File: src/rtl/rstseq_pkg.sv
`timescale 1ns/1ps
package rstseq_pkg;

    // Width of the program counter; the high part (PC_W-8 bits) comes from byte 0.
    localparam int PC_W    = 14;
    localparam int PC_HI_W = PC_W - 8;

    // Flag positions inside boot byte 0.
    localparam int MBE_BIT = 7;
    localparam int RBE_BIT = 6;

    typedef enum logic [2:0] {
        SQ_HELD     = 3'd0,
        SQ_WAIT     = 3'd1,
        SQ_FETCH_HI = 3'd2,
        SQ_FETCH_LO = 3'd3,
        SQ_RUN      = 3'd4
    } seq_state_e;

    typedef struct packed {
        seq_state_e        st;
        logic [PC_W-1:0]   pc;
        logic              mbe;
        logic              rbe;
        logic              kept;
        logic              rel;
    } seq_regs_t;

endpackage

File: src/rtl/rstseq_sync.sv
`timescale 1ns/1ps
// Reset synchronizer: asynchronous assertion, release after STAGES edges.
module rstseq_sync #(
    parameter int STAGES = 2
) (
    input  logic clk,
    input  logic arst_in,
    output logic rst_out
);
    logic [STAGES-1:0] chain_q;

    always_ff @(posedge clk or posedge arst_in) begin
        if (arst_in) begin
            chain_q <= '1;
        end else begin
            chain_q <= {chain_q[STAGES-2:0], 1'b0};
        end
    end

    assign rst_out = chain_q[STAGES-1];
endmodule

File: src/rtl/rstseq_settle_ctr.sv
`timescale 1ns/1ps
// Oscillator settling counter: counts enabled cycles, flags the last one.
module rstseq_settle_ctr #(
    parameter int LIMIT = 131072
) (
    input  logic clk,
    input  logic clr,
    input  logic en,
    output logic done
);
    localparam int CNT_W = (LIMIT > 2) ? $clog2(LIMIT) : 1;
    localparam logic [CNT_W-1:0] LAST = CNT_W'(LIMIT - 1);

    logic [CNT_W-1:0] cnt_d, cnt_q;

    always_comb begin
        cnt_d = cnt_q;
        if (clr) begin
            cnt_d = '0;
        end else if (en) begin
            cnt_d = (cnt_q == LAST) ? '0 : cnt_q + 1'b1;
        end
    end

    always_ff @(posedge clk) begin
        cnt_q <= cnt_d;
    end

    assign done = en && !clr && (cnt_q == LAST);
endmodule

File: src/rtl/rstseq_top.sv
`timescale 1ns/1ps
// Reset sequencer: hold, settle, fetch two-byte boot vector, release.
module rstseq_top
    import rstseq_pkg::*;
#(
    parameter int WAIT_CYCLES = 131072,
    parameter int PM_AW       = 14,
    parameter int TMR_W       = 8,
    parameter int SYNC_STAGES = 2
) (
    input  logic                  clk,
    input  logic                  ext_reset,
    input  logic                  standby,
    output logic                  pm_rd,
    output logic [PM_AW-1:0]      pm_addr,
    input  logic [7:0]            pm_data,
    output logic                  core_reset,
    output logic                  core_release,
    output logic [PC_W-1:0]       pc,
    output logic                  mbe,
    output logic                  rbe,
    output logic                  ram_kept,
    output logic [TMR_W-1:0]      tmr_modulo,
    output logic [TMR_W-1:0]      tmr_count,
    output logic [TMR_W-1:0]      tmr_mode,
    output logic                  tmr_out_en,
    output logic                  tmr_out_ff
);
    localparam logic [PM_AW-1:0] VEC_HI_ADDR = PM_AW'(0);
    localparam logic [PM_AW-1:0] VEC_LO_ADDR = PM_AW'(1);

    logic      rst_sync;
    logic      wait_done;
    logic      wait_en;
    logic      wait_clr;
    seq_regs_t d, q;

    rstseq_sync #(.STAGES(SYNC_STAGES)) u_sync (
        .clk     (clk),
        .arst_in (ext_reset),
        .rst_out (rst_sync)
    );

    assign wait_en  = (q.st == SQ_WAIT) && !rst_sync;
    assign wait_clr = (q.st != SQ_WAIT) || rst_sync;

    rstseq_settle_ctr #(.LIMIT(WAIT_CYCLES)) u_settle (
        .clk  (clk),
        .clr  (wait_clr),
        .en   (wait_en),
        .done (wait_done)
    );

    // Next-state computation.
    always_comb begin
        d     = q;
        d.rel = 1'b0;
        if (rst_sync) begin
            // Retention is decided only when the core was actually running.
            if (q.st == SQ_RUN) begin
                d.kept = standby;
            end
            d.st  = SQ_HELD;
            d.pc  = '0;
            d.mbe = 1'b0;
            d.rbe = 1'b0;
        end else begin
            unique case (q.st)
                SQ_HELD: begin
                    d.st = SQ_WAIT;
                end
                SQ_WAIT: begin
                    if (wait_done) begin
                        d.st = SQ_FETCH_HI;
                    end
                end
                SQ_FETCH_HI: begin
                    d.pc[PC_W-1:8] = pm_data[PC_HI_W-1:0];
                    d.mbe          = pm_data[MBE_BIT];
                    d.rbe          = pm_data[RBE_BIT];
                    d.st           = SQ_FETCH_LO;
                end
                SQ_FETCH_LO: begin
                    d.pc[7:0] = pm_data;
                    d.st      = SQ_RUN;
                    d.rel     = 1'b1;
                end
                SQ_RUN: begin
                    d.st = SQ_RUN;
                end
                default: begin
                    d.st = SQ_HELD;
                end
            endcase
        end
    end

    always_ff @(posedge clk) begin
        q <= d;
    end

    // Read port: byte 0 is requested in the last wait cycle, byte 1 while byte 0 returns.
    assign pm_rd   = (q.st == SQ_WAIT && wait_done) || (q.st == SQ_FETCH_HI);
    assign pm_addr = (q.st == SQ_FETCH_HI) ? VEC_LO_ADDR : VEC_HI_ADDR;

    assign core_reset   = (q.st != SQ_RUN);
    assign core_release = q.rel;
    assign pc           = q.pc;
    assign mbe          = q.mbe;
    assign rbe          = q.rbe;
    assign ram_kept     = q.kept;

    // Timer/event counter reset values.
    assign tmr_modulo = '1;
    assign tmr_count  = '0;
    assign tmr_mode   = '0;
    assign tmr_out_en = 1'b0;
    assign tmr_out_ff = 1'b0;
endmodule

File: config.mk
export PLATFORM = sky130hd
export DESIGN_NAME = rstseq_top
export DESIGN_NICKNAME = d
export VERILOG_FILES = /design/src/rtl/rstseq_pkg.sv /design/src/rtl/rstseq_sync.sv /design/src/rtl/rstseq_settle_ctr.sv /design/src/rtl/rstseq_top.sv
export SDC_FILE = /design/constraint.sdc
export NUM_CORES = 1
export LEC_CHECK = 0
export ABC_CLOCK_PERIOD_IN_PS = 1800
export BUFFER_PORTS_ARGS = -buffer_cell sky130_fd_sc_hd__buf_2
export CORE_MARGIN = 8
export CORE_UTILIZATION = 30
export DETAILED_ROUTE_END_ITERATION = 16
export PLACE_DENSITY = 0.58
export RECOVER_POWER = 50
export SLEW_MARGIN = 15
export SYNTH_ARGS = -nofsm -noshare
export SYNTH_HDL_FRONTEND = slang
export SYNTH_SLANG_ARGS = --single-unit
File: constraint.sdc
create_clock -name clk -period 1.8 [get_ports clk]
set_clock_uncertainty 0.05 [all_clocks]
set_input_delay 0.09 -clock clk [delete_from_list [all_inputs] [get_ports clk]]
set_output_delay 0.09 -clock clk [all_outputs]
set_load 0.005 [all_outputs]
* Word level (Yosys, flattened, before mapping)
Index checks and enable logic that the tools add are counted.
** Storage, ports and cells
- Input port bits :: 11
- Memories :: 0
- Output and inout bits :: 60
- Latch bits :: 0
- Register bits after elaboration :: 40
- Memory bits (read-only) :: 0
- Word-level logic and storage cells :: 34
- RAM bits :: 0
** Operators by class
- Equal/unequal tests :: 8
- Bitwise gates (word level) :: 0
- Shift-type cells :: 0
- Muxes and demuxes :: 5
- Magnitude comparators :: 0
- $mul :: 0
- Divide/modulo/power cells :: 0
- $add $sub $neg :: 1
- Reduce and logical (&&, ||, !) cells :: 11
** Operators by type and width (number)
- adder 17 x 1 -> 17 bit (second input constant) :: 1
- == test 17 bit (second input constant) :: 1
- 2-to-1 mux 17 bit :: 1
- one-hot mux 3 bit (4 select lines) :: 1
- == test 3 x 2 -> 1 bit (second input constant) :: 2
- logical AND 1 bit :: 4
- == test 3 x 1 -> 1 bit (second input constant) :: 1
- == test 3 bit (second input constant) :: 1
- logical NOT 3 bit :: 1
- 2-to-1 mux 3 bit :: 1
- inequality test 3 x 1 -> 1 bit (second input constant) :: 1
- inequality test 3 bit (second input constant) :: 1
- logical NOT 1 bit :: 2
- logical OR 1 bit :: 2
- 2-to-1 mux 1 bit :: 2
- inequality test 2 bit (second input constant) :: 1
- AND reduction 2 bit :: 1
- OR reduction 2 bit :: 1

* Longest topological paths before layout
Gate-level depths: netlist of the first run.
- Depth after elaboration :: 7
- Mapped depth :: 8

* Modules after synthesis
Synthesis of the first run repeated with hierarchy kept, for this count alone.
** Unflattened totals
- Cells, all modules :: 236
- Area total of the unflattened synthesis :: 2203.4 µm²
** Modules (own cells, without submodules)
- rstseq_top :: area each 1288.7 µm², cells each 137, instances 1
- rstseq_settle_ctr :: area each 854.6 µm², cells each 95, instances 1
- rstseq_sync :: area each 60.1 µm², cells each 4, instances 1

* Worst setup path before layout of the first run
Ideal clock, no wire load.
- Kind :: flip-flop to output port
- Start :: reg u_settle.cnt_q[6]
- End :: out pm_rd
- Setup slack :: -0.079 ns
- Required time :: 1.660 ns
- Cell stages (with the launch flop) :: 8
- Path buffers :: 1
- Arrival time :: 1.739 ns
- Path through :: dfxtp_1 > nand4_1 > nor4_1 > ha_1 > clkbuf_1 > nor4bb_1 > a21oi_1 > nor2_1
** Between the ends
- Word-level cells in the longest chain between the ends :: 4
** Ends and longest elaborated chain
- start, declared :: RTL line rstseq_settle_ctr.sv:14 : logic [CNT_W-1:0] cnt_d, cnt_q;
- start signal, assigned :: RTL line rstseq_settle_ctr.sv:26 : cnt_q <= cnt_d;
- == test 17 bit :: RTL line rstseq_settle_ctr.sv:29 : assign done = en && !clr && (cnt_q == LAST);
- logical AND 1 bit :: RTL line rstseq_settle_ctr.sv:29
- logical AND 1 bit :: RTL line rstseq_top.sv:103 : assign pm_rd = (q.st == SQ_WAIT && wait_done) || (q.st == SQ_FETCH_HI);
- logical OR 1 bit :: RTL line rstseq_top.sv:103
- end, declared :: RTL line rstseq_top.sv:14 : output logic pm_rd,
Every way passes these cells.

* Final worst setup path of the first run
- Start :: reg u_settle.cnt_q[14]
- End :: out pm_rd
Same word-level chain as after synthesis.

==> qor.yml, run 1 <==
dpl.cell_count: 328
cts_sinks: 40
violations: "setup timing"
cp_data_arrival_time_ps: 1790
slew_violations: 0
wl_per_cell_microns: 11.9
post-place-ws_ps: 10.1
critPathRequiredTime_ps: 1660
fin_nets: 282
htree_levels: 2
comb_power_share_pct: 5.3
cts_tree: "yes"
drtIter0Drc: 65
grt_max_degree: 23
worstMarginPinSlew_ps: 705
p_per_area_mw_per_mm2: 712
final.setup.tns_ps: -200
routed_wl_microns: 4160
num_vias: 1536
r2r_slack_ps: -70
cts_root_buffer: "clkbuf_8"
seq_power_share_pct: 52.2
firstDrtPassIters: 4
hold_violations: 0
worst_slack_ps: -130
start_kind: "flop"
hold_path_end: "u_sync.chain_q[1]"
cap_violations: 0
p_leak_uw: 0.00103
synthesis.instances: 219
switchingPower_uw: 380
setup_viol: 2
min_path_cells: 0
final_cells: 350
finalCriticalPeriod_ps: 1930
core_area_sq_mm: 0.00668
pwr-share-clk_pct: 42.5
period_share_pct: 107
die_area_sq_mm: 0.00964
drive_gt1_share_pct: 25.2
r2r_cells: 9
overflow: 0
syn_area_sq_mm: 0.00203
n_antenna_cell: 0
ant_nets: 0
cp-startpoint: "u_settle.cnt_q[14]"
viasPerCell: 4.39
chipHeight_microns: 98.2
antenna_found_initial: 0
hp-class: "reg2reg"
area_growth_pct: 19.8
rsz0062_at_grt: "true"
status: "finished with violations"
ir_worst_vdd_uv: 462
synth-seq-cells: 40
rows: 30
portBuffers: 31
route.detailed.drc: 0
p_int_uw: 1350
numCtsBuffers: 5
crit_fanout: 3
grt_pass1_vias: 1490
avgSynthCellArea_sq_um: 9.26
clk_path_buf_depth: 2
die_w_microns: 98.2
grtUsageTotal_pct: 8.57
gp_congestion: 0.723
synth_cell_types: 32
rr_startpoint: "u_settle.cnt_q[14]"
fmax_ghz: 0.518
r2r-end: "q[19]"
initial_core_util_pct: 30.3
hp-start: "u_sync.chain_q[0]"
crit_type: "reg2out"
clock_latency_ps: 290
io_pins: 71
swShare_pct: 22.0
slew_headroom_pct: 53.0
dpl.hpwl_microns: 2900
finish.utilization_pct: 36.3
path_clk_slew_ps: 80
yosysSeqAreaShare_pct: 40.6
yosysWarnings: 0
crit_path_end_kind: "primary output"
grt_pass1_wl_microns: 6900
metal layers:
| metal | up-vias | wire, microns | track usage [%] |
|---|---|---|---|
| li1 | 758 | - | - |
| met5 | - | 0 | 0 |
| met1 | 712 | 1850 | 9.58 |
| met4 | 0 | 65 | 3.54 |
| met3 | 8 | 315 | 2.63 |
| met2 | 58 | 1930 | 14.8 |
cell families after synthesis:
logic type	share of synthesized area (%)
and+or+nand+nor	19.9
buffers and inverters	22.2
DFF	40.6
muxes	9.88
AOI/OAI and AO/OA	4.44
xor gates and xnor gates	1.30
adders and majority gates	1.23
other	0.371
how the worst max path moves through the flow:
stage,endpoint,slack [ps],cells past startpoint
5_1_grt,pm_rd,-300,7
4_1_cts,pm_rd,-180,7
6_report,pm_rd,-130,7
3_5_place_dp,pm_rd,10,7
2_1_floorplan,pm_rd,20,8
3_3_place_gp,pm_rd,30,8
repair_timing:
action	CTS	global route
pin swaps	6	3
endpoints found under the hold margin	17	0
cloned	0	0
setup buffers	4	0
hold buffers	10	0
endpoints found under the setup margin	1	3
gates resized for setup	8	8
state kept, by name (all words and copies together), names as in the netlist:
| signal | cells |
|---|---|
| u_sync.chain_q | 2 |
| u_settle.cnt_q | 17 |
| core_release | 1 |
| ram_kept | 1 |
| rbe | 1 |
| mbe | 1 |
| q | 3 |
| pc | 14 |
layout make-up:
class | instances | area, sq um
clock buffers | 5 | 68.8
inverters | 3 | 11.3
fillers | 680 | 4250
well taps | 80 | 100
flip-flops and latches | 40 | 832
clock inverters | 3 | 41.3
multi-input cells | 153 | 951
repair buffers | 66 | 423
critical path, stage by stage (launching register included):
cell      delay (ps)
dfxtp_1          360
nand4_1          140
nor4_2           280
ha_2             220
nor4bb_4         200
a21oi_2           60
nor2_1           100
buf_2            130
cell usage after synthesis:
master | instances | area (sq um)
or3b_1 | 4 | 35.0
nand2b_1 | 1 | 6.26
edfxtp_1 | 1 | 30.0
conb_1 | 2 | 7.51
nand3b_1 | 5 | 37.5
or4_1 | 4 | 30.0
nor4bb_1 | 1 | 10.0
or3_1 | 3 | 18.8
nor3b_1 | 1 | 7.51
o21ai_0 | 3 | 15.0
nor4_1 | 5 | 31.3
dfstp_2 | 2 | 52.6
o31ai_1 | 4 | 30.0
xnor2_1 | 1 | 8.76
nor3_1 | 2 | 10.0
xor2_1 | 2 | 17.5
and2_1 | 1 | 6.26
nor4b_4 | 1 | 23.8
and3_1 | 1 | 6.26
inv_1 | 3 | 11.3
a21oi_1 | 9 | 45.0
nand4_1 | 5 | 31.3
buf_6 | 1 | 11.3
nor2_1 | 26 | 97.6
ha_1 | 2 | 25.0
buf_2 | 3 | 15.0
nand3_1 | 6 | 30.0
clkbuf_1 | 4 | 15.0
nand2_1 | 6 | 22.5
dfxtp_1 | 37 | 741
buf_4 | 53 | 398
mux2i_1 | 20 | 200
power groups by stage:
stage | Sequential [uW] | Clock (uW) | Combinational, uW
after detailed placement | 921 | 0 | 68.2
after global placement | 921 | 0 | 67.7
final | 902 | 733 | 91.8
after floorplan | 921 | 0 | 103
after global routing | 903 | 795 | 104
after CTS | 901 | 762 | 85.5
cells in the final DEF, fill, tap and decap left out, types with 2 or more instances in the layout:
| master | instances |
|---|---|
| o31ai_1 | 4 |
| clkbuf_1 | 14 |
| nand3b_1 | 5 |
| nand3_1 | 5 |
| o21ai_0 | 3 |
| dfxtp_1 | 30 |
| buf_2 | 18 |
| xor2_1 | 2 |
| nor4_1 | 4 |
| nand2_1 | 6 |
| or3b_1 | 4 |
| conb_1 | 40 |
| dlygate4sd3_1 | 10 |
| inv_1 | 3 |
| mux2i_1 | 20 |
| clkbuf_8 | 5 |
| or3_1 | 3 |
| nor2_1 | 26 |
| dfstp_2 | 2 |
| nand4_1 | 5 |
| a21oi_1 | 8 |
| dfxtp_2 | 7 |
| buf_4 | 24 |
| or4_1 | 4 |
per-stage QoR:
stage	hold slack [ps]	power, uW	instance area, sq um
floorplan	-48.5	1020	2170
global placement	74.5	989	2150
detailed placement	78.5	990	2150
CTS	301	1750	2410
global route	307	1800	2430
finish	301	1730	2430
Power figures use the tool's default switching activity.
==> run 2: changes to the inputs <==
- CORE_ASPECT_RATIO: default -> 2
==> run 2 against run 1 <==
Against the previous run:
- the flow still finishes with violations (setup timing)
- register-to-register slack improved by 120 ps
- sequential share of layout area rose by 0.34 points
- sequential power is essentially flat
- flip-flop and latch count unchanged
- largest power group is now the clock network
- highest routed layer unchanged
==> qor.yml, run 2 (same netlist as run 1, synthesis figures left out) <==
crit_path_top_delay_cell: "dfxtp_2"
pwr-share-clk_pct: 50.1
crit_cells: 8
clk_path_buf_depth: 2
firstDrtPassIters: 4
n_antenna_cell: 0
overflow: 0
final_common_cell: "conb_1"
cts_root_buffer: "clkbuf_16"
period_share_pct: 106
portBuffers: 31
status: "finished with violations"
slew_violations: 0
hp-class: "in2reg"
crit_fanout: 2
final.setup.tns_ps: -109
area_growth_pct: 18.6
seq_power_share_pct: 46.0
r2r-end: "u_settle.cnt_q[8]"
clock_latency_ps: 280
worst_slack_ps: -109
die_area_sq_mm: 0.00980
cts_sinks: 40
crit_buf_inv: 1
drive_gt1_share_pct: 23.5
p_int_uw: 1580
route.detailed.drc: 0
p_per_area_mw_per_mm2: 818
finalCriticalPeriod_ps: 1910
grt_pass1_vias: 1510
cpPeakStageDelay_ps: 350
die_w_microns: 74.1
num_vias: 1480
violations: "setup timing"
crit_path_end_kind: "primary output"
grt_use_met2_pct: 16.1
path_cells: "ha_4 -> nand3_2 -> nor4_2 -> ha_2 -> nor4bb_4 -> a21oi_2 -> nor2_1 -> buf_2"
wl_per_cell_microns: 11.7
hold_slack_ps: 8.34
crit_type: "reg2out"
worstMarginPinSlew_ps: 835
cts_tree: "yes"
cp_data_arrival_time_ps: 1770
grt_max_degree: 21
cp-startpoint: "u_settle.cnt_q[1]"
grtUsageTotal_pct: 8.69
fin_nets: 272
fmax_ghz: 0.524
critPathRequiredTime_ps: 1660
numCtsBuffers: 5
cap_violations: 0
htree_levels: 2
chipHeight_microns: 132
largest_register_ffs: 17
rsz0062_at_grt: "true"
setup.worst_path.end: "pm_rd"
ir_worst_vdd_uv: 678
viasPerCell: 4.25
path_clk_slew_ps: 50
antenna_found_initial: 0
hold_violations: 0
regMostFlops: "u_settle.cnt_q"
r2r_cells: 9
final_cell_mix: "40 x conb_1, 30 x dfxtp_1, 26 x nor2_1"
core_area_sq_mm: 0.00657
use_met3_pct: 3.05
finish.utilization_pct: 36.6
busiest_layer: "met2"
grt_pass1_wl_microns: 6740
setup_viol: 1
p_leak_uw: 0.00100
rr_startpoint: "u_settle.cnt_q[1]"
p_total_uw: 1970
rows: 42
dpl.hpwl_microns: 3270
slew_headroom_pct: 44.3
drtIter0Drc: 36
cp_top_family: "simple AND/OR/NAND/NOR gates"
io_pins: 71
comb_power_share_pct: 3.9
r2r_slack_ps: 50
initial_core_util_pct: 30.9
routed_wl_microns: 4080
met1_usage_pct: 6.87
switchingPower_uw: 388
start_kind: "flop"
swShare_pct: 19.7
gp_congestion: 0.769
ant_nets: 0
## run 2: changes by cell type in the layout (fill, tap and decap cells not counted)
cell / change
dlygate4sd3_1: -7
clkbuf_16: +5
clkbuf_8: -5
buf_4: -4
clkbuf_1: +3
buf_2: -2
buf_12: +1
inv_4: -1
nor3_1: +1
nor3_2: -1
## run 2: per-layer routing
layer,vias to the layer above,wire length [microns]
li1,732,-
met1,673,1340
met2,64,2190
met3,11,386
met4,0,162
met5,-,0
## run 2: how the worst min path moves through the flow
stage	from	cells past startpoint	end
finish	pm_data[1]	3	pc[1]
global route	pm_data[3]	3	pc[11]
CTS	pm_data[1]	3	pc[9]
detailed placement	ext_reset	2	u_sync.chain_q[1]
global placement	ext_reset	2	u_sync.chain_q[0]
floorplan	ext_reset	1	u_sync.chain_q[0]
## run 2: final cells by class
cell class,instances,area [sq um]
clock buffer,6,129
clock inverter,2,35.0
fill,693,4170
inverter,3,11.3
multi-input combinational,153,946
sequential,40,832
tap,88,110
timing repair buffer,56,340
## run 2: tightest hold or removal path, delay by kind of cell
family / cells / cell delay, ps
and+or+nand+nor: 1 / 70
buffers and inverters: 1 / 90
muxes: 1 / 60
## run 2: through the flow
step	std cells	instance area [sq um]	setup WS (ps)
2_1_floorplan	257	2170	24.6
3_3_place_gp	334	2160	-3.06
3_5_place_dp	334	2160	-23.6
4_1_cts	347	2390	-156
5_1_grt	348	2400	-297
6_report	348	2400	-109
## run 2: power groups by stage
stage / Sequential [uW] / Combinational, uW / Clock [uW]
2_1_floorplan: 921 / 103 / 0
3_5_place_dp: 922 / 68.0 / 0
6_report: 905 / 77.0 / 985
4_1_cts: 903 / 73.9 / 1030
5_1_grt: 905 / 86.9 / 1050
3_3_place_gp: 922 / 66.7 / 0
## run 2: repair_timing
action,in CTS,in global routing
cloned,0,0
hold buffers,3,0
pin swaps,6,4
endpoints found under the hold margin,4,0
endpoints found under the setup margin,8,13
gates resized for setup,8,7
setup buffers,2,1
==> run 3: changes to the inputs <==
- BUFFER_PORTS_ARGS: -buffer_cell sky130_fd_sc_hd__buf_2 -> default
- DONT_BUFFER_PORTS: default -> 1
- PLACE_DENSITY: 0.58 -> 0.48
==> run 3 against run 2 <==
Against the previous run:
- the run still ends with setup timing left
- flip-flop and latch count stayed put
- via count shrank 5.0%
- die area is the same
- non-clock buffer count decreased by 22
- largest cell class unchanged
==> qor.yml, run 3 (same netlist as run 1, synthesis figures left out) <==
ir_worst_vdd_uv: 811
worstMarginPinSlew_ps: 727
grtUsageTotal_pct: 9.18
n_antenna_cell: 0
drtIter0Drc: 20
crit_fanout: 2
finish.utilization_pct: 35.5
dpl.hpwl_microns: 3310
clk_path_buf_depth: 2
p_leak_uw: 0.000947
crit_path_end_kind: "primary output"
post-place-ws_ps: -1.79
initial_core_util_pct: 30.9
fmax_ghz: 0.519
period_share_pct: 107
rows: 42
slew_headroom_pct: 51.5
largest_register_ffs: 17
finalCriticalPeriod_ps: 1930
slew_violations: 0
antenna_found_initial: 0
cts_root_buffer: "clkbuf_16"
fin_nets: 250
ant_nets: 0
routed_wl_microns: 4310
cts_tree: "yes"
final_cell_mix: "40 x conb_1, 27 x dfxtp_1, 26 x nor2_1"
num_vias: 1406
cpPeakStageDelay_ps: 340
cp_top_family: "simple AND/OR/NAND/NOR gates"
die_w_microns: 74.1
cap_violations: 0
drive_gt1_share_pct: 21.0
crit_path_top_delay_cell: "dfxtp_2"
grt_pass1_wl_microns: 7040
cp_data_arrival_time_ps: 1790
crit_type: "reg2out"
hp-class: "in2async"
status: "finished with violations"
htree_levels: 2
area_growth_pct: 14.9
regMostFlops: "u_settle.cnt_q"
path_clk_slew_ps: 60
worst_slack_ps: -128
final.setup.tns_ps: -128
final_common_cell: "conb_1"
wl_per_cell_microns: 13.2
portBuffers: 0
route.detailed.drc: 0
critPathRequiredTime_ps: 1660
die_area_sq_mm: 0.00980
setup_viol: 1
cts_sinks: 40
clock_latency_ps: 280
firstDrtPassIters: 4
numCtsBuffers: 5
io_pins: 71
p_total_uw: 1890
hold_slack_ps: 222
rsz0062_at_grt: "true"
crit_buf_inv: 0
violations: "setup timing"
fillers: 680
chipHeight_microns: 132
grt_max_degree: 23
start_kind: "flop"
path_cells: "nand4_1 -> nor4_2 -> ha_2 -> nor4bb_1 -> a21oi_1 -> nor2_1"
core_area_sq_mm: 0.00657
grt_pass1_vias: 1523
overflow: 0
gp_congestion: 0.715
hold_violations: 0
p_per_area_mw_per_mm2: 810
viasPerCell: 4.31
## run 3: path summary, 6_finish.rpt
kind | start | to | slack (ps) | cells past startpoint
worst max-delay path | u_settle.cnt_q[8] | pm_rd | -130 | 6
worst min-delay path | ext_reset | u_sync.chain_q[0] | 220 | 2
worst max register to register | q[20] | pc[7] | 90 | 4
worst min register to register | u_sync.chain_q[0] | u_sync.chain_q[1] | 310 | 0
max in group asynchronous | ext_reset | u_sync.chain_q[1] | 1460 | 2
min in group clk | u_sync.chain_q[0] | u_sync.chain_q[1] | 310 | 0
## run 3: worst reg2reg max path: cells and delay by family (launching register included)
family / cells / cell delay (ps)
AND/OR/NAND/NOR: 2 / 220
flip-flops: 1 / 500
multiplexers: 1 / 280
buffers and inverters: 1 / 560
## run 3: stage by stage
step | std cells | area (sq um)
2_1_floorplan | 257 | 2170
3_3_place_gp | 305 | 2020
3_5_place_dp | 305 | 2020
4_1_cts | 327 | 2330
5_1_grt | 326 | 2330
6_report | 326 | 2330
## run 3: per-layer routing
metal  global-route usage (%)  routed length, microns
met1                     6.88                    1360
met2                     18.2                    2560
met3                     2.67                     254
met4                     5.83                     127
met5                        0                       0
## run 3: layout make-up
| type | instances | area, sq um | area share [%] |
|---|---|---|---|
| well taps | 88 | 110 | 4.73 |
| clock buffers | 7 | 143 | 6.12 |
| multi-input cells | 153 | 935 | 40.1 |
| inverters | 3 | 11.3 | 0.483 |
| clock inverters | 1 | 6.26 | 0.269 |
| flip-flops and latches | 40 | 836 | 35.9 |
| repair buffers | 34 | 289 | 12.4 |
## run 3: what timing repair did
action                                  in CTS  in global routing
endpoints found under the setup margin       3                  5
hold buffers                                10                  0
gates resized for setup                     14                  3
hold endpoints to repair                    19                  0
buffers inserted                             4                  0
pin swaps                                    7                  3
## run 3: report_power, final
part	switching [uW]	total, uW	internal (uW)
Combinational	48.8	82.3	33.5
Clock	349	902	553
Sequential	5.44	903	897
